$ cat src/rtl/i2c_trace_encoder.sv
module i2c_trace_encoder #(
  parameter int DELTA_MAX = 1048575,
  parameter int TO_W      = 16,
  parameter int TICK_W    = 8
) (
  input  logic              clk,
  input  logic              rst_n,
  input  logic              smp_en,
  input  logic              scl_in,
  input  logic              sda_in,
  input  logic              hpd_in,
  input  logic [TO_W-1:0]   cfg_timeout,
  input  logic [4:0]        cfg_dump_mask,
  input  logic [TICK_W-1:0] cfg_tick_len,
  output logic [31:0]       rec_data,
  output logic              rec_valid,
  output logic [4:0]        evt_irq
);
  localparam int DW = 20;
  localparam logic [DW-1:0] DMAX = DW'(DELTA_MAX);
  localparam logic [2:0] T_DATA = 3'd0, T_SDATA = 3'd1, T_DSTOP = 3'd2, T_SDSTOP = 3'd3,
                         T_ABSTOP = 3'd4, T_ABSTART = 3'd5, T_TMO = 3'd6, T_HPD = 3'd7;

  logic scl_q, sda_q, hpd_q;
  logic busy, first_f, pend, pend_first, pend_ack, hpd_pend, hpd_lvl;
  logic [7:0] sh, pend_data;
  logic [3:0] bitcnt;
  logic [TO_W-1:0] to_cnt;
  logic [TICK_W-1:0] tdiv;
  logic [DW-1:0] dcnt;

  logic [TICK_W-1:0] tick_lim;
  logic tick, scl_rise, scl_fall, start_c, stop_c, partial, to_arm, to_fire;
  logic ev_valid, ev_ack, bus_emit, hpd_emit, any_emit;
  logic [2:0] ev_type;
  logic [7:0] ev_data;
  logic [4:0] ev_cls;

  assign tick_lim = (cfg_tick_len == '0) ? TICK_W'(1) : cfg_tick_len;
  assign tick     = smp_en && (tdiv >= tick_lim - TICK_W'(1));
  assign scl_rise = smp_en && !scl_q && scl_in;
  assign scl_fall = smp_en && scl_q && !scl_in;
  assign start_c  = smp_en && scl_q && scl_in && sda_q && !sda_in;
  assign stop_c   = smp_en && scl_q && scl_in && !sda_q && sda_in;
  assign partial  = (bitcnt >= 4'd2) || (bitcnt == 4'd1 && !pend);
  assign to_arm   = busy && !pend;
  assign to_fire  = tick && to_arm && !scl_rise && !scl_fall && !start_c && !stop_c
                    && (to_cnt >= cfg_timeout);

  always_comb begin
    ev_valid = 1'b0;
    ev_type  = T_DATA;
    ev_data  = 8'h00;
    ev_ack   = 1'b0;
    ev_cls   = 5'b00000;
    if (start_c && busy && partial) begin
      ev_valid = 1'b1;
      ev_type  = T_ABSTART;
      ev_data  = sh;
      ev_ack   = (bitcnt == 4'd8);
      ev_cls   = (bitcnt == 4'd8) ? 5'b00010 : 5'b00001;
    end else if (start_c && pend) begin
      ev_valid = 1'b1;
      ev_type  = pend_first ? T_SDATA : T_DATA;
      ev_data  = pend_data;
      ev_ack   = pend_ack;
    end else if (stop_c && busy && partial) begin
      ev_valid = 1'b1;
      ev_type  = T_ABSTOP;
      ev_data  = sh;
      ev_cls   = 5'b00100;
    end else if (stop_c && pend) begin
      ev_valid = 1'b1;
      ev_type  = pend_first ? T_SDSTOP : T_DSTOP;
      ev_data  = pend_data;
      ev_ack   = pend_ack;
    end else if (scl_rise && pend && bitcnt == 4'd1) begin
      ev_valid = 1'b1;
      ev_type  = pend_first ? T_SDATA : T_DATA;
      ev_data  = pend_data;
      ev_ack   = pend_ack;
    end else if (to_fire) begin
      ev_valid = 1'b1;
      ev_type  = T_TMO;
      ev_data  = sh;
      ev_ack   = (bitcnt == 4'd0);
      ev_cls   = 5'b01000;
    end
  end

  assign bus_emit = ev_valid && ((ev_cls == 5'b0) || |(ev_cls & cfg_dump_mask));
  assign hpd_emit = smp_en && hpd_pend && !bus_emit && cfg_dump_mask[4];
  assign any_emit = bus_emit || hpd_emit;

  always_ff @(posedge clk or negedge rst_n) begin
    if (!rst_n) begin
      scl_q <= 1'b1; sda_q <= 1'b1; hpd_q <= 1'b0;
      busy <= 1'b0; first_f <= 1'b0; pend <= 1'b0; pend_first <= 1'b0; pend_ack <= 1'b0;
      pend_data <= '0; sh <= '0; bitcnt <= '0; to_cnt <= '0; tdiv <= '0; dcnt <= '0;
      hpd_pend <= 1'b0; hpd_lvl <= 1'b0;
    end else if (smp_en) begin
      scl_q <= scl_in;
      sda_q <= sda_in;
      hpd_q <= hpd_in;
      tdiv  <= tick ? '0 : tdiv + TICK_W'(1);
      if (any_emit)                 dcnt <= '0;
      else if (tick && dcnt < DMAX) dcnt <= dcnt + DW'(1);
      if (hpd_in != hpd_q && cfg_dump_mask[4]) begin
        hpd_pend <= 1'b1;
        hpd_lvl  <= hpd_in;
      end else if (hpd_emit || !cfg_dump_mask[4]) begin
        hpd_pend <= 1'b0;
      end
      if (start_c || stop_c || to_fire) begin
        busy    <= start_c;
        first_f <= start_c;
        pend    <= 1'b0;
        bitcnt  <= '0;
        sh      <= '0;
        to_cnt  <= '0;
      end else if (busy) begin
        if (scl_rise) begin
          to_cnt <= '0;
          if (bitcnt == 4'd8) begin
            pend       <= 1'b1;
            pend_data  <= sh;
            pend_ack   <= sda_in;
            pend_first <= first_f;
            first_f    <= 1'b0;
            bitcnt     <= '0;
            sh         <= '0;
          end else begin
            sh     <= {sh[6:0], sda_in};
            bitcnt <= bitcnt + 4'd1;
            if (bitcnt == 4'd1) pend <= 1'b0;
          end
        end else if (scl_fall) begin
          to_cnt <= '0;
        end else if (tick && to_arm) begin
          to_cnt <= to_cnt + TO_W'(1);
        end
      end
    end
  end

  always_ff @(posedge clk or negedge rst_n) begin
    if (!rst_n) begin
      rec_valid <= 1'b0;
      rec_data  <= '0;
      evt_irq   <= '0;
    end else begin
      rec_valid <= any_emit;
      if (bus_emit) begin
        rec_data <= {ev_type, dcnt, ev_data, ev_ack};
        evt_irq  <= ev_cls & cfg_dump_mask;
      end else if (hpd_emit) begin
        rec_data <= {T_HPD, dcnt, 8'h00, hpd_lvl};
        evt_irq  <= 5'b10000;
      end else begin
        evt_irq  <= '0;
      end
    end
  end

  AST_REC_NEEDS_SMP: assert property (@(posedge clk) disable iff (!rst_n)
    rec_valid |-> $past(smp_en));
  AST_FLAG_ONEHOT: assert property (@(posedge clk) disable iff (!rst_n)
    $onehot0(evt_irq));
  AST_FLAG_HAS_REC: assert property (@(posedge clk) disable iff (!rst_n)
    (|evt_irq) |-> rec_valid);
  AST_HPD_ZERO_DATA: assert property (@(posedge clk) disable iff (!rst_n)
    (rec_valid && rec_data[31:29] == T_HPD) |-> rec_data[8:1] == 8'h00);
  AST_DELTA_CAP: assert property (@(posedge clk) disable iff (!rst_n)
    rec_valid |-> rec_data[28:9] <= DMAX);
  AST_TIMEOUT_TAG: assert property (@(posedge clk) disable iff (!rst_n)
    (rec_valid && rec_data[31:29] == T_TMO) |-> evt_irq[3]);
  AST_MASKED_SILENT: assert property (@(posedge clk) disable iff (!rst_n)
    (evt_irq & ~$past(cfg_dump_mask)) == 5'b0);
endmodule

$ cat config.mk
export PLATFORM = sky130hd
export DESIGN_NAME = i2c_trace_encoder
export DESIGN_NICKNAME = d
export VERILOG_FILES = /design/src/rtl/i2c_trace_encoder.sv
export SDC_FILE = /design/constraint.sdc
export NUM_CORES = 1
export LEC_CHECK = 0
export BUFFER_PORTS_ARGS = -buffer_cell sky130_fd_sc_hd__buf_2
export CAP_MARGIN = 20
export CORE_ASPECT_RATIO = 0.7
export CORE_MARGIN = 3
export CORE_UTILIZATION = 41
export CTS_BUF_LIST = sky130_fd_sc_hd__clkbuf_4 sky130_fd_sc_hd__clkbuf_8
export DETAILED_ROUTE_END_ITERATION = 10
export PLACE_DENSITY = 0.69
export SKIP_LAST_GASP = 1
export SLEW_MARGIN = 5
export SYNTH_ARGS = -nofsm -noshare
export SYNTH_HDL_FRONTEND = slang
export SYNTH_SLANG_ARGS = --single-unit
$ cat constraint.sdc
create_clock -name clk -period 3.9 [get_ports clk]
set_clock_uncertainty 0.2 [all_clocks]
set_input_delay 0.39 -clock clk [delete_from_list [all_inputs] [get_ports clk]]
set_output_delay 0.39 -clock clk [all_outputs]
set_load 0.02 [all_outputs]
==> results by group, run 1 <==
Global routing
  • Tot GR Track Use: 19.8%
  • Initial antenna violation count: 0
  • First-pass GRT wire length: 27000 um
  • Global route total overflow: 0
  • Vias in the first global route: 5369
  • Largest net degree at the start of global routing: 86

Routing
  • WL met3: 1310 um
  • Routed met2 length: 7580 um
  • Met1 Wirelength: 7800 um
  • Post-route ant nets: 0
  • Avg WL per Cell: 17.5 um
  • Vias per cell: 5.67
  • Iteration-0 DRC Markers: 396
  • Final wirelength: 16900 um
  • Via count: 5474
  • Remaining DRCs: 0
  • Top sig layer: met4
  • First-pass DRT Iterations: 5

Placed design
  • Number of port buffers: 72
  • Placed insts: 924
  • Routability-driven placement congestion ratio: 0.882
  • Area post-placement: 7130 um2
  • DP Wirelength: 11600 um

Die
  • Die Width: 153 um
  • Row Count: 37
  • Die height: 109 um
  • Ports: 73
  • Core area: 14800 um2
  • Die ar.: 16700 um2
  • Initial core utilization: 42.2%

Logic synthesis
  • Asr flop ratio synth: 100%
  • Most common flop cell mapped by yosys: dfrtp_1
  • Sequential fraction of the synthesis area: 45.1%
  • YS warnings: 0
  • Mapped Cells: 633
  • Flop and latch count out of synthesis: 112
  • Post-Syn Nets: 700
  • Cell variety after synth: 68
  • Mapped cell area: 6220 um2
  • Syn avg cell area: 9.83 um2
  • Post-synth EDFFs: 0

Setup path
  • Crit-path max FO: 5
  • CP max stage cell: or4_4
  • Worst Path Required: 4.02 ns
  • Setup crit end kind: flop
  • Reg2Reg Depth: 14
  • Most used cell, CP: buf_6
  • CP top delay family: simple AND/OR/NAND/NOR gates
  • Reg-to-reg endpoint: dcnt[15]$_DFFE_PN0P_
  • WP data arrival: 4.26 ns
  • Startpoint Class: primary input
  • R2R Path Start: tdiv[0]$_DFFE_PN0P_
  • Worst Path Class, Setup: in2reg
  • Worst R2R Setup Slack: 0.47 ns
  • Crit path largest cell delay: 0.53 ns
  • Buf/Inv on CP: 5
  • Crit-path cells: buf_6, or4_4, or3_4, nor2_4, nor2_4, ha_4, inv_2, or3_4, xor2_2, ha_1, and4_4, and2_4, a32o_2, and2_4, a21oi_4, a211o_4, buf_6, a21oi_4, buf_12, buf_6, or4_4, a21oi_2

STA
  • Final hold vios: 0
  • RSZ-0062 raised after global routing: true
  • Relative slew slack: 45.6%
  • Setup slack after layout: -0.237 ns
  • Final setup fails: 42
  • Final period util: 106%
  • Slew Limit Fails: 0
  • Fmax: 242 MHz
  • Fin crit period: 4.14 ns
  • Worst-margin pin slew: 0.813 ns
  • Worst hold slack: 0.0476 ns

Job
  • MaxCap Viol Count: 0

Worst hold path
  • Hold Path Depth: 2
  • Min-Delay Endpoint: scl_q$_DFFE_PN1P_
  • Hold WC Path Type: in2reg
  • Hold_sp: smp_en

Power and ir drop
  • Tot Pwr: 3220 uW
  • Static leakage: 0.00382 uW
  • Peak supply drop: 0.000274 V
  • Cell Pwr Density: 405 nW/um2

Clocking
  • Clock Pin Slew Worst Setup and Hold Paths: 0.11 ns
  • CTS tree: yes
  • Clk root buf: clkbuf_8
  • Total CTS buffers: 9
  • Sink Count: 112
  • Htree depth: 3
  • Buffers from clock root to sink, at most: 2
  • Worst-Skew Late Latency: 0.39 ns

Cells and area
  • Most frequent cells in the layout: dfrtp_1 (110), buf_2 (69), nand2_1 (45), buf_4 (43), o21ai_0 (41)
  • Post-route cell area: 7950 um2
  • Commonest non-fill, non-tap cell in the layout: dfrtp_1
  • Share of layout cells above drive strength 1: 33.3%
  • Net count, final: 831
  • Post-route insts no fill: 965
  • Synth-to-Final Area Change: 27.8%
  • Layout Utilization: 53.9%

Outcome
  • Failing checks: negative setup slack
  • Status: finished with violations
-- flip-flops by register name, summed over array words and instances, names as in the netlist, 4 cells and up --
register,cells
sh,8
to_cnt,16
tdiv,8
bitcnt,4
evt_irq,5
dcnt,20
rec_data,32
pend_data,8
-- logic make-up after synthesis --
family,Yosys count,share of synthesized area (%)
compound gates,159,16.7
mux,31,6.55
buf+inv,54,4.02
simple gates,227,18.7
xor+xnor,18,2.53
fa+ha+maj,32,6.43
flops,112,45.1
-- layout make-up --
cell class | count | area, um2
well taps | 195 | 244
clock buffers | 10 | 131
flip-flops and latches | 112 | 2810
diodes | 1 | 2.50
fillers | 1278 | 6820
multi-input cells | 470 | 3520
repair buffers | 137 | 1050
clock inverters | 6 | 67.6
inverters | 34 | 135
-- cells in the mapped netlist (all sizes together) (5+ instances only) --
| master | instances | area share (%) |
|---|---|---|
| o31ai | 12 | 1.4 |
| nor2b | 8 | 0.80 |
| mux2 | 30 | 6.4 |
| nand2 | 49 | 3.0 |
| a31oi | 5 | 0.50 |
| inv | 34 | 2.1 |
| ha | 32 | 6.4 |
| nor2 | 50 | 3.1 |
| buf | 9 | 1.3 |
| o21ai | 61 | 4.9 |
| dfrtp | 110 | 44 |
| nand4 | 11 | 1.1 |
| a22o | 9 | 1.3 |
| nor3 | 12 | 0.96 |
| a21oi | 37 | 3.6 |
| nand3 | 34 | 2.7 |
| and3 | 12 | 1.3 |
| clkbuf | 11 | 0.66 |
| nand2b | 11 | 1.1 |
| xor2 | 10 | 1.4 |
| xnor2 | 8 | 1.1 |
| or4 | 6 | 0.78 |
| or3 | 14 | 1.4 |
| o221ai | 7 | 0.98 |
-- worst max-delay path by stage --
stage                                     endpoint  slack, ns  depth (start not counted)            start
after floorplan           rec_data[12]$_DFFE_PN0N_      -0.41                         18  cfg_tick_len[5]
after detailed placement       dcnt[4]$_DFFE_PN0P_      -0.71                         20  cfg_tick_len[5]
after global placement     rec_data[9]$_DFFE_PN0N_      -0.59                         19  cfg_tick_len[5]
after CTS                 rec_data[28]$_DFFE_PN0N_      -0.19                         20  cfg_tick_len[2]
after global routing          dcnt[15]$_DFFE_PN0P_      -0.34                         21  cfg_tick_len[2]
final                         dcnt[15]$_DFFE_PN0P_      -0.24                         22  cfg_tick_len[2]
-- per-stage QoR --
stage,setup TNS [ns],setup WS (ns)
2_1_floorplan,-12.99,-0.413
5_1_grt,-12.71,-0.340
6_report,-5.93,-0.237
3_3_place_gp,-37.04,-0.590
4_1_cts,-5.19,-0.193
3_5_place_dp,-44.39,-0.714
-- report_power, final --
group	internal [uW]	switching (uW)	total (uW)
clock	307	415	722
sequential	1320	195	1520
combinational	468	517	985
-- metal layers --
layer  global-route usage (%)  vias up
met4                     5.28        0
met2                     30.2      208
met1                     28.7     2677
li1                         -     2564
met5                        0        -
met3                     4.44       25
-- timing repair --
item,in CTS,in global routing
endpoints found under the setup margin,72,79
pin swaps,34,12
resized for setup,54,43
hold buffers,0,1
hold endpoints to repair,0,17
cloned,4,2
setup buffers,11,6
Note: power is estimated with default switching activity, not from simulation.
==> run 2: changes to the inputs <==
--- a/config.mk
+++ b/config.mk
@@ -6,7 +6,6 @@
 export NUM_CORES = 1
 export LEC_CHECK = 0
 export BUFFER_PORTS_ARGS = -buffer_cell sky130_fd_sc_hd__buf_2
-export CAP_MARGIN = 20
 export CORE_ASPECT_RATIO = 0.7
 export CORE_MARGIN = 3
 export CORE_UTILIZATION = 41
==> constraint.sdc (replaced) <==
create_clock -name clk -period 4.95 [get_ports clk]
set_clock_uncertainty 0.2 [all_clocks]
set_input_delay 0.495 -clock clk [delete_from_list [all_inputs] [get_ports clk]]
set_output_delay 0.495 -clock clk [all_outputs]
set_load 0.02 [all_outputs]
==> results by group, run 2 (synthesis gave the netlist of run 1 again) <==
STA
  • Final period util: 91.2%
  • Setup slack after layout: 0.436 ns (+0.673 ns)
  • Fmax: 222 MHz
  • Final setup fails: 0 (-100%)
  • Relative slew slack: 39.9% (-5.7 points)
  • Final hold vios: 6 (+6)
  • Worst hold slack: -0.0165 ns (-0.0641 ns)
  • RSZ-0062 raised after global routing: false
  • Total negative setup slack: 0 ns (+5.93 ns)
  • Worst-margin pin slew: 0.902 ns (+0.0886 ns)
  • Fin crit period: 4.51 ns
  • Slew Limit Fails: 0 (unchanged)

Global routing
  • Vias in the first global route: 4994 (-7.0%)
  • Tot GR Track Use: 18.3% (-1.5 points)
  • Global route total overflow: 0 (unchanged)
  • Largest net degree at the start of global routing: 72 (-16%)
  • Initial antenna violation count: 1 (+1)
  • First-pass GRT wire length: 24900 um (-7.6%)

Power and ir drop
  • Peak supply drop: 0.000169 V (-39%)
  • Cell Pwr Density: 334 nW/um2 (-18%)
  • Clock power frac: 23.6% (+1.2 points)
  • Internal power: 1490 uW (-29%)
  • Sw frac: 36.2% (+1.2 points)
  • Reg power frac: 51.0% (+3.9 points)
  • Switching power: 845 uW (-25%)
  • Static leakage: 0.00343 uW (-10%)
  • Comb pwr share: 25.3% (-5.2 points)

Setup path
  • Setup crit end kind: flop
  • Reg-to-reg endpoint: dcnt[9]$_DFFE_PN0P_
  • CP top delay family: simple AND/OR/NAND/NOR gates
  • WP data arrival: 4.63 ns (+0.37 ns)
  • Reg2Reg Depth: 12 (-2)
  • CP max stage cell: or4_1
  • Worst Path Class, Setup: in2reg
  • Worst R2R Setup Slack: 1.43 ns (+0.96 ns)
  • Worst Path Required: 5.07 ns (+1.05 ns)
  • R2R Path Start: tdiv[0]$_DFFE_PN0P_
  • CP Depth: 20 (-9.1%)
  • Most used cell, CP: or3_1
  • Buf/Inv on CP: 3 (-2)
  • Crit path largest cell delay: 0.53 ns (about the same)
  • Crit-path cells: buf_2, or4_1, or3_1, nor2_1, nor2_1, ha_1, inv_1, or3_1, xor2_1, ha_1, and4_1, and2_1, a32o_1, and2_4, a21oi_1, a211o_4, a21oi_4, buf_4, or3_1, a21oi_1
  • Crit-path max FO: 13 (+8)
  • Startpoint Class: primary input

Cells and area
  • Synth-to-Final Area Change: 12.5%
  • Most frequent cells in the layout: dfrtp_1 (110), buf_2 (71), o21ai_0 (58), nor2_1 (49), nand2_1 (48)
  • Number of flip-flops in the largest register: 32 (unchanged)
  • Net count, final: 774 (-6.9%)
  • Share of layout cells above drive strength 1: 21.1% (-12 points)
  • Reg with most FFs: rec_data
  • Fill cells: 1381 (+8.1%)
  • Layout Utilization: 47.4% (-6.4 points)
  • Largest registers: rec_data: 32 flops, dcnt: 20 flops, to_cnt: 16 flops
  • Commonest non-fill, non-tap cell in the layout: dfrtp_1

Clocking
  • Htree depth: 3 (unchanged)
  • CTS hold repair buffers: 0 (unchanged)
  • Sink Count: 112 (unchanged)
  • Clk root buf: clkbuf_8
  • Worst-Skew Late Latency: 0.40 ns (about the same)
  • Buffers from clock root to sink, at most: 2 (unchanged)
  • Resized cells post-CTS: 0 (-100%)
  • CTS tree: yes
  • Total CTS buffers: 9 (unchanged)
  • Setup Fix Bufs, Post-CTS: 0 (-11)
  • Clock Pin Slew Worst Setup and Hold Paths: 0.12 ns (about the same)

Routing
  • Vias per cell: 5.70 (+0.49%)
  • Post-route ant nets: 0 (unchanged)
  • First-pass DRT Iterations: 5 (unchanged)
  • Via count: 5176 (-5.4%)
  • Iteration-0 DRC Markers: 407 (+2.8%)
  • Avg WL per Cell: 16.4 um (-6.4%)
  • Remaining DRCs: 0 (unchanged)
  • Final wirelength: 14900 um (-12%)

Die
  • Core area: 14800 um2 (unchanged)
  • Die ar.: 16700 um2 (unchanged)
  • Row Count: 37 (unchanged)
  • Initial core utilization: 42.2% (unchanged)
  • Ports: 73 (unchanged)
  • Die height: 109 um (unchanged)
  • Die Width: 153 um (unchanged)

Outcome
  • Failing checks: negative hold slack
  • Status: finished with violations

Placed design
  • Routability-driven placement congestion ratio: 0.904 (+2.5%)
  • Number of port buffers: 72 (unchanged)
  • Pre-CTS WS: 0.0439 ns (+0.757 ns)
  • DP Wirelength: 11000 um (-4.9%)

Job
  • MaxCap Viol Count: 0 (unchanged)

Worst hold path
  • Hold WC Path Type: in2async
[run 2: changes by cell type in the layout (fill, tap and decap cells not counted), moves of 5 or more]
cell / change
nor2_4: -5
buf_4: -32
or3_1: +10
o21ai_1: -11
a21oi_2: -7
nor2_1: +9
a21oi_1: +7
buf_6: -14
or3_4: -10
o21ai_0: +17
o21ai_2: -6
[run 2: worst max path at each step]
stage	start	endpoint	slack, ns
finish	cfg_tick_len[5]	dcnt[9]$_DFFE_PN0P_	0.44
global route	cfg_tick_len[5]	dcnt[9]$_DFFE_PN0P_	0.15
CTS	cfg_tick_len[5]	rec_data[21]$_DFFE_PN0N_	0.45
detailed placement	cfg_tick_len[5]	rec_data[27]$_DFFE_PN0N_	0.04
global placement	cfg_tick_len[5]	rec_data[27]$_DFFE_PN0N_	0.11
floorplan	cfg_tick_len[5]	rec_data[12]$_DFFE_PN0N_	0.42
[run 2: worst reg2reg max path, cell delays in order, from the launching register on]
cell,delay [ns]
dfrtp_1,0.42
inv_1,0.10
ha_1,0.29
nand2b_1,0.14
a2111o_1,0.45
a32o_1,0.33
and2_4,0.17
a21oi_1,0.30
a211o_4,0.25
a21oi_4,0.11
buf_4,0.20
or3_1,0.34
a21oi_1,0.16
[run 2: area by class of cell]
class | instances | area, um2 | area share, %
clock inverter | 7 | 68.8 | 0.982
clock buffer | 9 | 124 | 1.77
sequential | 112 | 2810 | 40.0
tap | 195 | 244 | 3.48
multi-input combinational | 467 | 3180 | 45.3
timing repair buffer | 83 | 458 | 6.54
antenna | 1 | 2.50 | 0.0357
inverter | 34 | 128 | 1.82
[run 2: power by group through the flow]
stage / Sequential, uW / Clock (uW) / Combinational (uW)
2_1_floorplan: 1180 / 0 / 406
4_1_cts: 1190 / 566 / 595
5_1_grt: 1210 / 601 / 675
3_5_place_dp: 1210 / 0 / 591
3_3_place_gp: 1200 / 0 / 562
6_report: 1190 / 552 / 592
[run 2: per-stage QoR]
step / hold slack [ns] / power (uW) / cells / instance area, um2
detailed placement: 0.276 / 1800 / 891 / 6810
global route: 0.0443 / 2490 / 908 / 7010
CTS: 0.0270 / 2350 / 907 / 7000
finish: -0.0165 / 2340 / 908 / 7010
floorplan: -0.000591 / 1590 / 633 / 6220
global placement: 0.266 / 1760 / 891 / 6810
[run 2: routing by layer]
metal,part of all wire [%],GRT usage (%),vias to the layer above
li1,-,-,2451
met3,6.9,3.85,14
met2,44,27.5,182
met5,0,0,-
met1,48,26.8,2529
met4,1.2,5.09,0
==> run 3: changes to the inputs <==
--- a/config.mk
+++ b/config.mk
@@ -11,6 +11,7 @@
 export CORE_UTILIZATION = 41
 export CTS_BUF_LIST = sky130_fd_sc_hd__clkbuf_4 sky130_fd_sc_hd__clkbuf_8
 export DETAILED_ROUTE_END_ITERATION = 10
+export GPL_TIMING_DRIVEN = 0
 export PLACE_DENSITY = 0.69
 export SKIP_LAST_GASP = 1
 export SLEW_MARGIN = 5
==> results by group, run 3 (synthesis gave the netlist of run 1 again) <==
Routing
  • Avg WL per Cell: 16.7 um (+1.9%)
  • Vias per cell: 5.65 (-0.83%)
  • Remaining DRCs: 0 (unchanged)
  • First-pass DRT Iterations: 4 (-1)
  • Final wirelength: 15400 um (+3.2%)
  • Iteration-0 DRC Markers: 386 (-5.2%)
  • Via count: 5195 (+0.37%)
  • Post-route ant nets: 0 (unchanged)

Cells and area
  • Commonest non-fill, non-tap cell in the layout: dfrtp_1
  • Share of layout cells above drive strength 1: 20.7% (-0.35 points)
  • # diodes: 0 (-1)
  • Fill cells: 1376 (-0.36%)
  • Net count, final: 786 (+1.6%)
  • Reg with most FFs: rec_data
  • Post-route cell area: 7090 um2 (+1.1%)
  • Number of flip-flops in the largest register: 32 (unchanged)
  • Synth-to-Final Area Change: 13.8%
  • Layout Utilization: 48.0% (+0.54 points)
  • Most frequent cells in the layout: dfrtp_1 (110), buf_2 (74), o21ai_0 (58), nor2_1 (49), nand2_1 (48)
  • Largest registers: rec_data: 32 flops, dcnt: 20 flops, to_cnt: 16 flops

Placed design
  • Pre-CTS WS: -0.227 ns (-0.271 ns)
  • DP Wirelength: 11600 um (+4.7%)
  • Routability-driven placement congestion ratio: 0.945 (+4.5%)
  • Area post-placement: 6860 um2 (+0.77%)
  • Number of port buffers: 72 (unchanged)

Die
  • Core area: 14800 um2 (unchanged)
  • Die Width: 153 um (unchanged)
  • Die ar.: 16700 um2 (unchanged)
  • Row Count: 37 (unchanged)
  • Die height: 109 um (unchanged)
  • Ports: 73 (unchanged)
  • Initial core utilization: 42.2% (unchanged)

Power and ir drop
  • Cell Pwr Density: 330 nW/um2 (-1.2%)
  • Static leakage: 0.00345 uW (+0.54%)
  • Peak supply drop: 0.000169 V (+0.17%)
  • Tot Pwr: 2340 uW (about the same)

Clocking
  • CTS tree: yes
  • Buffers from clock root to sink, at most: 2 (unchanged)
  • Clk root buf: clkbuf_8
  • Clock Pin Slew Worst Setup and Hold Paths: 0.10 ns (-0.02 ns)
  • Htree depth: 3 (unchanged)
  • Sink Count: 112 (unchanged)
  • Worst-Skew Late Latency: 0.38 ns (-0.02 ns)
  • Total CTS buffers: 9 (unchanged)

Global routing
  • Grt met1 use: 27.6% (+0.81 points)
  • Met2 Use GR: 27.4% (-0.13 points)
  • Grt met3 use: 4.32% (+0.48 points)
  • Global route total overflow: 0 (unchanged)
  • First-pass GRT wire length: 25400 um (+1.6%)
  • Largest net degree at the start of global routing: 70 (-2.8%)
  • Top Usage Layer GRT: met1
  • Tot GR Track Use: 18.6% (+0.27 points)
  • Vias in the first global route: 4969 (-0.50%)
  • Initial antenna violation count: 0 (-1)

STA
  • Worst-margin pin slew: 0.753 ns (-0.149 ns)
  • RSZ-0062 raised after global routing: false
  • Fin crit period: 4.67 ns (+0.157 ns)
  • Worst hold slack: 0.191 ns (+0.208 ns)
  • Relative slew slack: 49.6% (+9.7 points)
  • Final setup fails: 0 (unchanged)
  • Fmax: 214 MHz (-3.4%)
  • Setup slack after layout: 0.279 ns (-0.157 ns)
  • Final period util: 94.4% (+3.2 points)
  • Final hold vios: 0 (-6)
  • Slew Limit Fails: 0 (unchanged)

Setup path
  • Worst Path Required: 5.01 ns (-0.06 ns)
  • Worst R2R Setup Slack: 1.30 ns (-0.13 ns)
  • Setup crit end kind: flop
  • Startpoint Class: primary input
  • Crit-path max FO: 10 (-3)
  • WP data arrival: 4.73 ns (+0.10 ns)
  • Worst Path Class, Setup: in2reg

Outcome
  • Status: complete, no violations

Job
  • MaxCap Viol Count: 0 (unchanged)

Worst hold path
  • Hold WC Path Type: in2reg
==> run 3: final timing paths <==
| kind | startpoint | to | cells past startpoint |
|---|---|---|---|
| min in group asynchronous | rst_n | dcnt[16]$_DFFE_PN0P_ | 2 |
| worst max-delay path | cfg_tick_len[5] | rec_data[12]$_DFFE_PN0N_ | 20 |
| max in group asynchronous | rst_n | pend_data[7]$_DFFE_PN0P_ | 3 |
| worst min register to register | rec_data[10]$_DFFE_PN0N_ | rec_data[10]$_DFFE_PN0N_ | 2 |
| worst max register to register | tdiv[0]$_DFFE_PN0P_ | rec_data[12]$_DFFE_PN0N_ | 12 |
| worst min-delay path | cfg_dump_mask[0] | evt_irq[0]$_DFF_PN0_ | 3 |
==> run 3: what timing repair did <==
| item | 4_1_cts | 5_1_grt |
|---|---|---|
| endpoints found under the setup margin | 0 | 14 |
| buffers inserted | 0 | 1 |
| resized for setup | 0 | 3 |
| hold buffers | 1 | 0 |
| endpoints found under the hold margin | 41 | 0 |
==> run 3: worst max-delay path, stage by stage <==
cell and delay (ns):
buf_2 0.11, or4_1 0.54, or3_1 0.34, nor2_1 0.10, nor2_1 0.08, ha_1 0.21, inv_1 0.08, or3_1 0.11
xor2_1 0.19, ha_1 0.26, and4_1 0.16, and2_1 0.17, a32o_1 0.32, and2_4 0.17, a21oi_1 0.20, clkbuf_4 0.26
nand2_2 0.14, a21oi_4 0.31, buf_12 0.19, mux2_4 0.31
==> run 3: layout make-up <==
type | count | area, um2 | area share [%]
Clock buffer | 9 | 124 | 1.75
Tap cell | 195 | 244 | 3.44
Inverter | 34 | 128 | 1.80
Buffer | 20 | 125 | 1.77
Sequential cell | 112 | 2810 | 39.6
Clock inverter | 7 | 70.1 | 0.989
Timing Repair Buffer | 75 | 412 | 5.81
Multi-Input combinational cell | 467 | 3180 | 44.9
==> run 3: per-layer routing <==
metal / routed length, um / share of wire (%)
met2: 6660 / 43
met5: 0 / 0
met1: 7580 / 49
met4: 174 / 1.1
met3: 941 / 6.1
==> run 3: metrics by stage <==
step	instances	setup TNS, ns
6_report	919	0
5_1_grt	919	0
4_1_cts	918	0
3_5_place_dp	901	-4.37
3_3_place_gp	900	-0.978
2_1_floorplan	633	0
==> run 3: power breakdown <==
| group | internal, uW | switching (uW) |
|---|---|---|
| clock | 198 | 339 |
| combinational | 256 | 359 |
| sequential | 1040 | 141 |
| total | 1500 | 839 |
